File: config.mk
export PLATFORM = sky130hd
export DESIGN_NAME = serial_mem_bridge
export DESIGN_NICKNAME = d
export VERILOG_FILES = /design/src/rtl/smb_pkg.sv /design/src/rtl/smb_tick_gen.sv /design/src/rtl/smb_uart_rx.sv /design/src/rtl/smb_uart_tx.sv /design/src/rtl/smb_parser.sv /design/src/rtl/serial_mem_bridge.sv
export SDC_FILE = /design/constraint.sdc
export NUM_CORES = 1
export LEC_CHECK = 0
export ABC_AREA = 1
export BUFFER_PORTS_ARGS = -buffer_cell sky130_fd_sc_hd__buf_2
export CORE_ASPECT_RATIO = 0.75
export CORE_UTILIZATION = 45
export DETAILED_ROUTE_END_ITERATION = 10
export PLACE_DENSITY = 0.61
export SYNTH_ARGS = -nofsm -noshare
export SYNTH_HDL_FRONTEND = slang
export SYNTH_HIERARCHICAL = 1
export SYNTH_SLANG_ARGS = --single-unit
export TNS_END_PERCENT = 100
File: constraint.sdc
create_clock -name clk -period 1.65 [get_ports clk]
set_input_delay 0.33 -clock clk [delete_from_list [all_inputs] [get_ports clk]]
set_output_delay 0.33 -clock clk [all_outputs]
set_load 0.05 [all_outputs]
File: src/rtl/smb_pkg.sv
package smb_pkg;
  localparam logic [7:0] OP_READ  = 8'h01;
  localparam logic [7:0] OP_WRITE = 8'h02;
  localparam logic [7:0] ST_OK    = 8'h00;
  localparam logic [7:0] ST_BAD   = 8'hFF;
  localparam int OS_RATE = 16;

  typedef enum logic [2:0] {
    P_OP, P_HDR, P_WDAT, P_WREQ, P_RREQ, P_RSEND, P_STAT
  } pstate_t;
endpackage

File: src/rtl/smb_tick_gen.sv
module smb_tick_gen #(
  parameter int DIV = 54
) (
  input  logic clk,
  input  logic rst,
  output logic tick
);
  localparam int W = $clog2(DIV + 1);
  logic [W-1:0] cnt;

  always_ff @(posedge clk) begin
    if (rst) begin
      cnt  <= '0;
      tick <= 1'b0;
    end else if (cnt == W'(DIV - 1)) begin
      cnt  <= '0;
      tick <= 1'b1;
    end else begin
      cnt  <= cnt + W'(1);
      tick <= 1'b0;
    end
  end
endmodule

File: src/rtl/smb_uart_rx.sv
module smb_uart_rx #(
  parameter int OS = 16
) (
  input  logic       clk,
  input  logic       rst,
  input  logic       os_tick,
  input  logic       rxd,
  output logic       valid,
  output logic [7:0] data
);
  localparam int TW = $clog2(OS);
  typedef enum logic [1:0] {R_IDLE, R_START, R_DATA, R_STOP} rx_st_t;

  rx_st_t        st;
  logic [2:0]    sync;
  logic [TW-1:0] tcnt;
  logic [2:0]    nbit;
  logic [7:0]    sh;
  logic          line, falling;

  assign line    = sync[1];
  assign falling = sync[2] & ~sync[1];

  always_ff @(posedge clk) begin
    if (rst) sync <= 3'b111;
    else     sync <= {sync[1:0], rxd};
  end

  always_ff @(posedge clk) begin
    if (rst) begin
      st    <= R_IDLE;
      tcnt  <= '0;
      nbit  <= '0;
      sh    <= '0;
      valid <= 1'b0;
      data  <= '0;
    end else begin
      valid <= 1'b0;
      case (st)
        R_IDLE: if (falling) begin
          st   <= R_START;
          tcnt <= '0;
        end
        R_START: if (os_tick) begin
          if (tcnt == TW'(OS / 2 - 1)) begin
            tcnt <= '0;
            nbit <= '0;
            st   <= line ? R_IDLE : R_DATA;
          end else tcnt <= tcnt + TW'(1);
        end
        R_DATA: if (os_tick) begin
          if (tcnt == TW'(OS - 1)) begin
            tcnt <= '0;
            sh   <= {line, sh[7:1]};
            nbit <= nbit + 3'd1;
            if (nbit == 3'd7) st <= R_STOP;
          end else tcnt <= tcnt + TW'(1);
        end
        R_STOP: if (os_tick) begin
          if (tcnt == TW'(OS - 1)) begin
            tcnt <= '0;
            st   <= R_IDLE;
            if (line) begin
              valid <= 1'b1;
              data  <= sh;
            end
          end else tcnt <= tcnt + TW'(1);
        end
        default: st <= R_IDLE;
      endcase
    end
  end
endmodule

File: src/rtl/smb_uart_tx.sv
module smb_uart_tx #(
  parameter int OS = 16
) (
  input  logic       clk,
  input  logic       rst,
  input  logic       os_tick,
  input  logic       start,
  input  logic [7:0] din,
  output logic       txd,
  output logic       busy
);
  localparam int TW = $clog2(OS);
  logic [8:0]    sh;
  logic [3:0]    nb;
  logic [TW-1:0] tcnt;

  always_ff @(posedge clk) begin
    if (rst) begin
      txd  <= 1'b1;
      busy <= 1'b0;
      sh   <= '1;
      nb   <= '0;
      tcnt <= '0;
    end else if (!busy) begin
      if (start) begin
        txd  <= 1'b0;
        sh   <= {1'b1, din};
        busy <= 1'b1;
        nb   <= '0;
        tcnt <= '0;
      end
    end else if (os_tick) begin
      if (tcnt == TW'(OS - 1)) begin
        tcnt <= '0;
        if (nb == 4'd9) busy <= 1'b0;
        else begin
          txd <= sh[0];
          sh  <= {1'b1, sh[8:1]};
          nb  <= nb + 4'd1;
        end
      end else tcnt <= tcnt + TW'(1);
    end
  end
endmodule

File: src/rtl/smb_parser.sv
module smb_parser
  import smb_pkg::*;
#(
  parameter int ADDR_BYTES   = 3,
  parameter int CNT_BYTES    = 2,
  parameter int OS           = 16,
  parameter int TIMEOUT_BITS = 65536,
  localparam int ADDR_W      = 8 * ADDR_BYTES
) (
  input  logic              clk,
  input  logic              rst,
  input  logic              os_tick,
  input  logic              rx_valid,
  input  logic [7:0]        rx_data,
  input  logic              tx_busy,
  output logic              tx_start,
  output logic [7:0]        tx_data,
  output logic              mem_req,
  output logic              mem_we,
  output logic [ADDR_W-1:0] mem_addr,
  output logic [7:0]        mem_wdata,
  input  logic              mem_gnt,
  input  logic [7:0]        mem_rdata
);
  localparam int CNT_W     = 8 * CNT_BYTES;
  localparam int HDR_BYTES = ADDR_BYTES + CNT_BYTES;
  localparam int HW        = ADDR_W + CNT_W;
  localparam int HIW       = $clog2(HDR_BYTES);
  localparam int TO_LIMIT  = TIMEOUT_BITS * OS;
  localparam int TOW       = $clog2(TO_LIMIT + 1);

  pstate_t           st;
  logic              op_wr;
  logic [HIW-1:0]    hdr_idx;
  logic [ADDR_W-1:0] addr_q;
  logic [CNT_W-1:0]  cnt_q;
  logic [7:0]        rbyte, status;
  logic [TOW-1:0]    to_cnt;
  logic              waiting, to_hit;
  logic [HW-1:0]     hdr_next;
  logic [ADDR_W-1:0] hdr_addr;
  logic [CNT_W-1:0]  hdr_cnt;

  // header bytes shift in, most significant first, through address then count
  assign hdr_next = {addr_q[ADDR_W-9:0], cnt_q, rx_data};
  assign hdr_addr = hdr_next[HW-1:CNT_W];
  assign hdr_cnt  = hdr_next[CNT_W-1:0];

  // inter-byte silence watchdog, counted in oversample ticks
  assign waiting = (st == P_HDR) || (st == P_WDAT);
  assign to_hit  = waiting && !rx_valid && os_tick && (to_cnt == TOW'(TO_LIMIT - 1));

  always_ff @(posedge clk) begin
    if (rst || !waiting || rx_valid) to_cnt <= '0;
    else if (os_tick)                to_cnt <= to_cnt + TOW'(1);
  end

  always_ff @(posedge clk) begin
    if (rst) begin
      st        <= P_OP;
      op_wr     <= 1'b0;
      hdr_idx   <= '0;
      addr_q    <= '0;
      cnt_q     <= '0;
      rbyte     <= '0;
      status    <= ST_OK;
      tx_start  <= 1'b0;
      tx_data   <= '0;
      mem_req   <= 1'b0;
      mem_we    <= 1'b0;
      mem_addr  <= '0;
      mem_wdata <= '0;
    end else begin
      tx_start <= 1'b0;
      case (st)
        P_OP: if (rx_valid) begin
          hdr_idx <= '0;
          if (rx_data == OP_READ) begin
            op_wr <= 1'b0;
            st    <= P_HDR;
          end else if (rx_data == OP_WRITE) begin
            op_wr <= 1'b1;
            st    <= P_HDR;
          end else begin
            status <= ST_BAD;
            st     <= P_STAT;
          end
        end
        P_HDR: if (rx_valid) begin
          addr_q  <= hdr_addr;
          cnt_q   <= hdr_cnt;
          hdr_idx <= hdr_idx + HIW'(1);
          if (hdr_idx == HIW'(HDR_BYTES - 1)) begin
            if (hdr_cnt == '0) begin
              status <= ST_OK;
              st     <= P_STAT;
            end else if (op_wr) begin
              st <= P_WDAT;
            end else begin
              mem_req  <= 1'b1;
              mem_we   <= 1'b0;
              mem_addr <= hdr_addr;
              st       <= P_RREQ;
            end
          end
        end else if (to_hit) st <= P_OP;
        P_WDAT: if (rx_valid) begin
          mem_req   <= 1'b1;
          mem_we    <= 1'b1;
          mem_addr  <= addr_q;
          mem_wdata <= rx_data;
          st        <= P_WREQ;
        end else if (to_hit) st <= P_OP;
        P_WREQ: if (mem_gnt) begin
          mem_req <= 1'b0;
          mem_we  <= 1'b0;
          addr_q  <= addr_q + ADDR_W'(1);
          cnt_q   <= cnt_q - CNT_W'(1);
          if (cnt_q == CNT_W'(1)) begin
            status <= ST_OK;
            st     <= P_STAT;
          end else st <= P_WDAT;
        end
        P_RREQ: if (mem_gnt) begin
          mem_req <= 1'b0;
          rbyte   <= mem_rdata;
          st      <= P_RSEND;
        end
        P_RSEND: if (!tx_busy && !tx_start) begin
          tx_start <= 1'b1;
          tx_data  <= rbyte;
          addr_q   <= addr_q + ADDR_W'(1);
          cnt_q    <= cnt_q - CNT_W'(1);
          if (cnt_q == CNT_W'(1)) begin
            status <= ST_OK;
            st     <= P_STAT;
          end else begin
            // fetch the next byte while this one is shifted out
            mem_req  <= 1'b1;
            mem_we   <= 1'b0;
            mem_addr <= addr_q + ADDR_W'(1);
            st       <= P_RREQ;
          end
        end
        P_STAT: if (!tx_busy && !tx_start) begin
          tx_start <= 1'b1;
          tx_data  <= status;
          st       <= P_OP;
        end
        default: st <= P_OP;
      endcase
    end
  end
endmodule

File: src/rtl/serial_mem_bridge.sv
module serial_mem_bridge
  import smb_pkg::*;
#(
  parameter int CLK_HZ       = 200_000_000,
  parameter int BAUD         = 230_400,
  parameter int ADDR_BYTES   = 3,
  parameter int CNT_BYTES    = 2,
  parameter int TIMEOUT_BITS = 65536,
  localparam int ADDR_W      = 8 * ADDR_BYTES
) (
  input  logic              clk,
  input  logic              rst,
  input  logic              rxd,
  output logic              txd,
  output logic              mem_req,
  output logic              mem_we,
  output logic [ADDR_W-1:0] mem_addr,
  output logic [7:0]        mem_wdata,
  input  logic              mem_gnt,
  input  logic [7:0]        mem_rdata
);
  localparam int OS_DIV_RAW = (CLK_HZ + (BAUD * OS_RATE) / 2) / (BAUD * OS_RATE);
  localparam int OS_DIV     = (OS_DIV_RAW < 1) ? 1 : OS_DIV_RAW;

  logic       os_tick;
  logic       rx_valid;
  logic [7:0] rx_data;
  logic       tx_start, tx_busy;
  logic [7:0] tx_data;

  smb_tick_gen #(.DIV(OS_DIV)) u_tick (
    .clk(clk), .rst(rst), .tick(os_tick)
  );

  smb_uart_rx #(.OS(OS_RATE)) u_rx (
    .clk(clk), .rst(rst), .os_tick(os_tick), .rxd(rxd),
    .valid(rx_valid), .data(rx_data)
  );

  smb_uart_tx #(.OS(OS_RATE)) u_tx (
    .clk(clk), .rst(rst), .os_tick(os_tick), .start(tx_start),
    .din(tx_data), .txd(txd), .busy(tx_busy)
  );

  smb_parser #(
    .ADDR_BYTES(ADDR_BYTES), .CNT_BYTES(CNT_BYTES),
    .OS(OS_RATE), .TIMEOUT_BITS(TIMEOUT_BITS)
  ) u_parse (
    .clk(clk), .rst(rst), .os_tick(os_tick),
    .rx_valid(rx_valid), .rx_data(rx_data),
    .tx_busy(tx_busy), .tx_start(tx_start), .tx_data(tx_data),
    .mem_req(mem_req), .mem_we(mem_we), .mem_addr(mem_addr),
    .mem_wdata(mem_wdata), .mem_gnt(mem_gnt), .mem_rdata(mem_rdata)
  );
endmodule

==> impl_metrics.ini <==
[finish]
synthToLayoutAreaGrowth_pct = 38.2
diodes = 0
nets = 1589
final_layout_size_suffix_gt1_frac = 0.305
finalNonFillerCells = 1828
finalInstanceArea_mm2 = 0.0126
mostFrequentLayoutCell = nand2_1
final_cell_mix = nand2_1, buf_4, dfxtp_1

[pwr]
ir_drop_uv = 773
p_leak_uw = 0.00538
p_int_uw = 10200
switching_power_uw = 6720
p_clk_frac = 0.252
p_comb_frac = 0.443
pwr_density_cell_mw_per_mm2 = 1350
seqPwrFrac = 0.305
p_sw_frac = 0.397

[synth]
synth_warnings = 6
synth_nets = 1384
synth_ff_type = dfxtp_1
yosysSeqAreaShare = 0.383
avgSynthCellArea_um2 = 6.70
synth_edf_count = 0
syn_area_mm2 = 0.00909
synthXorXnorAreaFrac = 0.0279
synth_top_family_by_area = simple AND/OR/NAND/NOR gates
synth_fa_ha_area_frac = 0.0206
synthCells = 1357
synth_cell_types = 45
synth_mux_area_frac = 0
synthSimpleGateAreaFrac = 0.310
async_flop_share = 0
synth_compound_area_frac = 0.170
ys_seq_elements = 174

[worst_hold_path]
hp-start = rxd
hp-class = input port to flip-flop

[detailed_routing]
drtIter0Drc = 877
wire_per_inst_um = 15.0
ant_nets = 0
routed_wl_um = 27400
dr.pass1.iters = 7
dr_total_vias = 9573
drc = 4
viasPerCell = 5.24

[setup_path]
max_stage_delay_ps = 330
worstPathRequired_ps = 2020
cp-start-kind = flip-flop
crit_slowest_cell = dfxtp_2
critPathKind = flip-flop to flip-flop
arrival_ps = 2140
crit_start = u_parse/hdr_idx[1]$_SDFFE_PP0P_
critical_path.top_delay_family = simple AND/OR/NAND/NOR gates
crit_chain = inv_2 > ha_4 > nand2_4 > o21ai_2 > nand4_1 > nor2_4 > nand2_8 > inv_2 > clkbuf_16 > o21ai_1 > nor2_1
reg2reg_from = u_parse/hdr_idx[1]$_SDFFE_PP0P_
crit_path_end_kind = flip-flop
critPathMaxFanout = 11
cpMostUsedCell = inv_2
critPathBufInv = 3

[die]
die_height_um = 125
die_area_mm2 = 0.0208
rows = 44
initial_core_util = 0.465
fp.dieW_um = 166
ios = 47
design.core.area_mm2 = 0.0195

[timing]
whs_ps = 74.2
maxSlewHeadroom = 0.631
clock.fmax_mhz = 564
period_share = 1.07
finalHoldViolCount = 0
worst_slack_ps = -122
rsz0062_at_grt = yes
period_needed_ps = 1770
setup_viol = 37
worst_pin_slew_ps = 548
skew_ps = 13.7
maxSlewViolCount = 0

[clock_network]
clock-root-buffer = clkbuf_16
numCtsBuffers = 17
ctsHoldBuffers = 0
clk_latency_ps = 440
clock_path_buffers = 2
path_clk_slew_ps = 70
h-tree-depth = 4
tritoncts = done
cts_sinks = 174

[status]
violations = DRC, setup timing
outcome = finished, violations left

[place]
post-place-ws_ps = -179
io_buffers = 46
placedCellCount = 1768
dp_hpwl_um = 18100
place_area_mm2 = 0.0108
routabilityCongestion = 0.903

[grt]
grt_max_degree = 70
grt_pass1_vias = 8531
grt_first_pass_wirelength_um = 42800
track_usage = 0.252
antenna_found_initial = 0
grt-ovfl-total = 0

[job]
drv_cap = 0
-- worst reg2reg max path, stage by stage (launching register included) --
cell	delay, ps
dfxtp_2	330
inv_2	60
ha_4	140
nand2_4	50
o21ai_2	160
nand4_1	170
nor2_4	200
nand2_8	110
inv_2	130
clkbuf_16	200
o21ai_1	70
nor2_1	110
-- synth_stat cells (8+ instances only) --
cell / count / area, um2
o21ai_0: 113 / 566
xor2_1: 24 / 210
inv_1: 130 / 488
dfxtp_1: 174 / 3480
a21oi_1: 110 / 551
nand4_1: 20 / 125
clkbuf_1: 22 / 82.6
nand3_1: 85 / 425
o22ai_1: 12 / 75.1
nand2_1: 282 / 1060
o21ai_1: 23 / 115
a31oi_1: 15 / 93.8
inv_2: 12 / 45.0
nor2_1: 190 / 713
nor3_1: 27 / 135
nor2_2: 8 / 50.1
buf_2: 21 / 105
ha_1: 15 / 188
-- registers in the layout, summed over array words and instances (netlist names), 4 cells and up, named ones only --
name / cells
u_parse/addr_q: 24
u_parse/mem_addr: 24
u_parse/to_cnt: 21
u_parse/cnt_q: 16
u_parse/mem_wdata: 8
u_parse/rbyte: 8
u_parse/tx_data: 8
u_rx/data: 8
u_rx/sh: 8
u_tx/sh: 8
u_tick/cnt: 6
u_rx/tcnt: 4
u_tx/nb: 4
u_tx/tcnt: 4
-- worst paths after layout --
path / endpoint / slack, ps / depth (start not counted)
worst min-delay path: u_rx/sync[0]$_SDFF_PP1_ / 70 / 2
worst min register to register: u_rx/sync[1]$_SDFF_PP1_ / 420 / 1
worst max-delay path: u_parse/mem_addr[13]$_SDFFE_PP0P_ / -120 / 11
worst max register to register: u_parse/mem_addr[13]$_SDFFE_PP0P_ / -120 / 11
-- cells by family after synthesis --
logic type / Yosys count
fa+ha+maj: 15
flops: 174
buf+inv: 198
simple gates: 651
xor+xnor: 29
compound gates: 290
-- metal layers --
| metal | routed length (um) | GRT usage |
|---|---|---|
| met5 | 0 | 0 |
| met4 | 395 | 0.0786 |
| met3 | 1660 | 0.0336 |
| met2 | 11900 | 0.379 |
| met1 | 13500 | 0.373 |
-- timing repair --
| item | 4_1_cts | 5_1_grt |
|---|---|---|
| endpoints found under the setup margin | 73 | 103 |
| setup buffers | 9 | 11 |
| cloned | 1 | 8 |
| resized for setup | 69 | 208 |
| pin swaps | 14 | 47 |
-- metrics by stage --
step	util	total power, uW	setup TNS [ps]
6_report	0.643	16900	-2160
5_1_grt	0.643	17800	-6630
3_5_place_dp	0.550	11100	-3590
4_1_cts	0.596	15700	-192
3_3_place_gp	0.550	11000	-3070
2_1_floorplan	-	8820	0
-- power by group through the flow --
stage | logic (uW) | registers (uW) | clock network [uW]
floorplan | 2840 | 5980 | 0
global placement | 5860 | 5160 | 0
detailed placement | 5910 | 5150 | 0
CTS | 6210 | 5090 | 4350
global route | 8040 | 5230 | 4520
finish | 7490 | 5160 | 4260
-- area by class of cell --
cell class | count | area, um2
clock buffers | 18 | 429
clock inverters | 14 | 180
fillers | 1702 | 6980
inverters | 143 | 557
multi-input cells | 986 | 5570
flip-flops and latches | 174 | 3510
well taps | 253 | 317
repair buffers | 240 | 2010
Power figures use the tool's default switching activity.
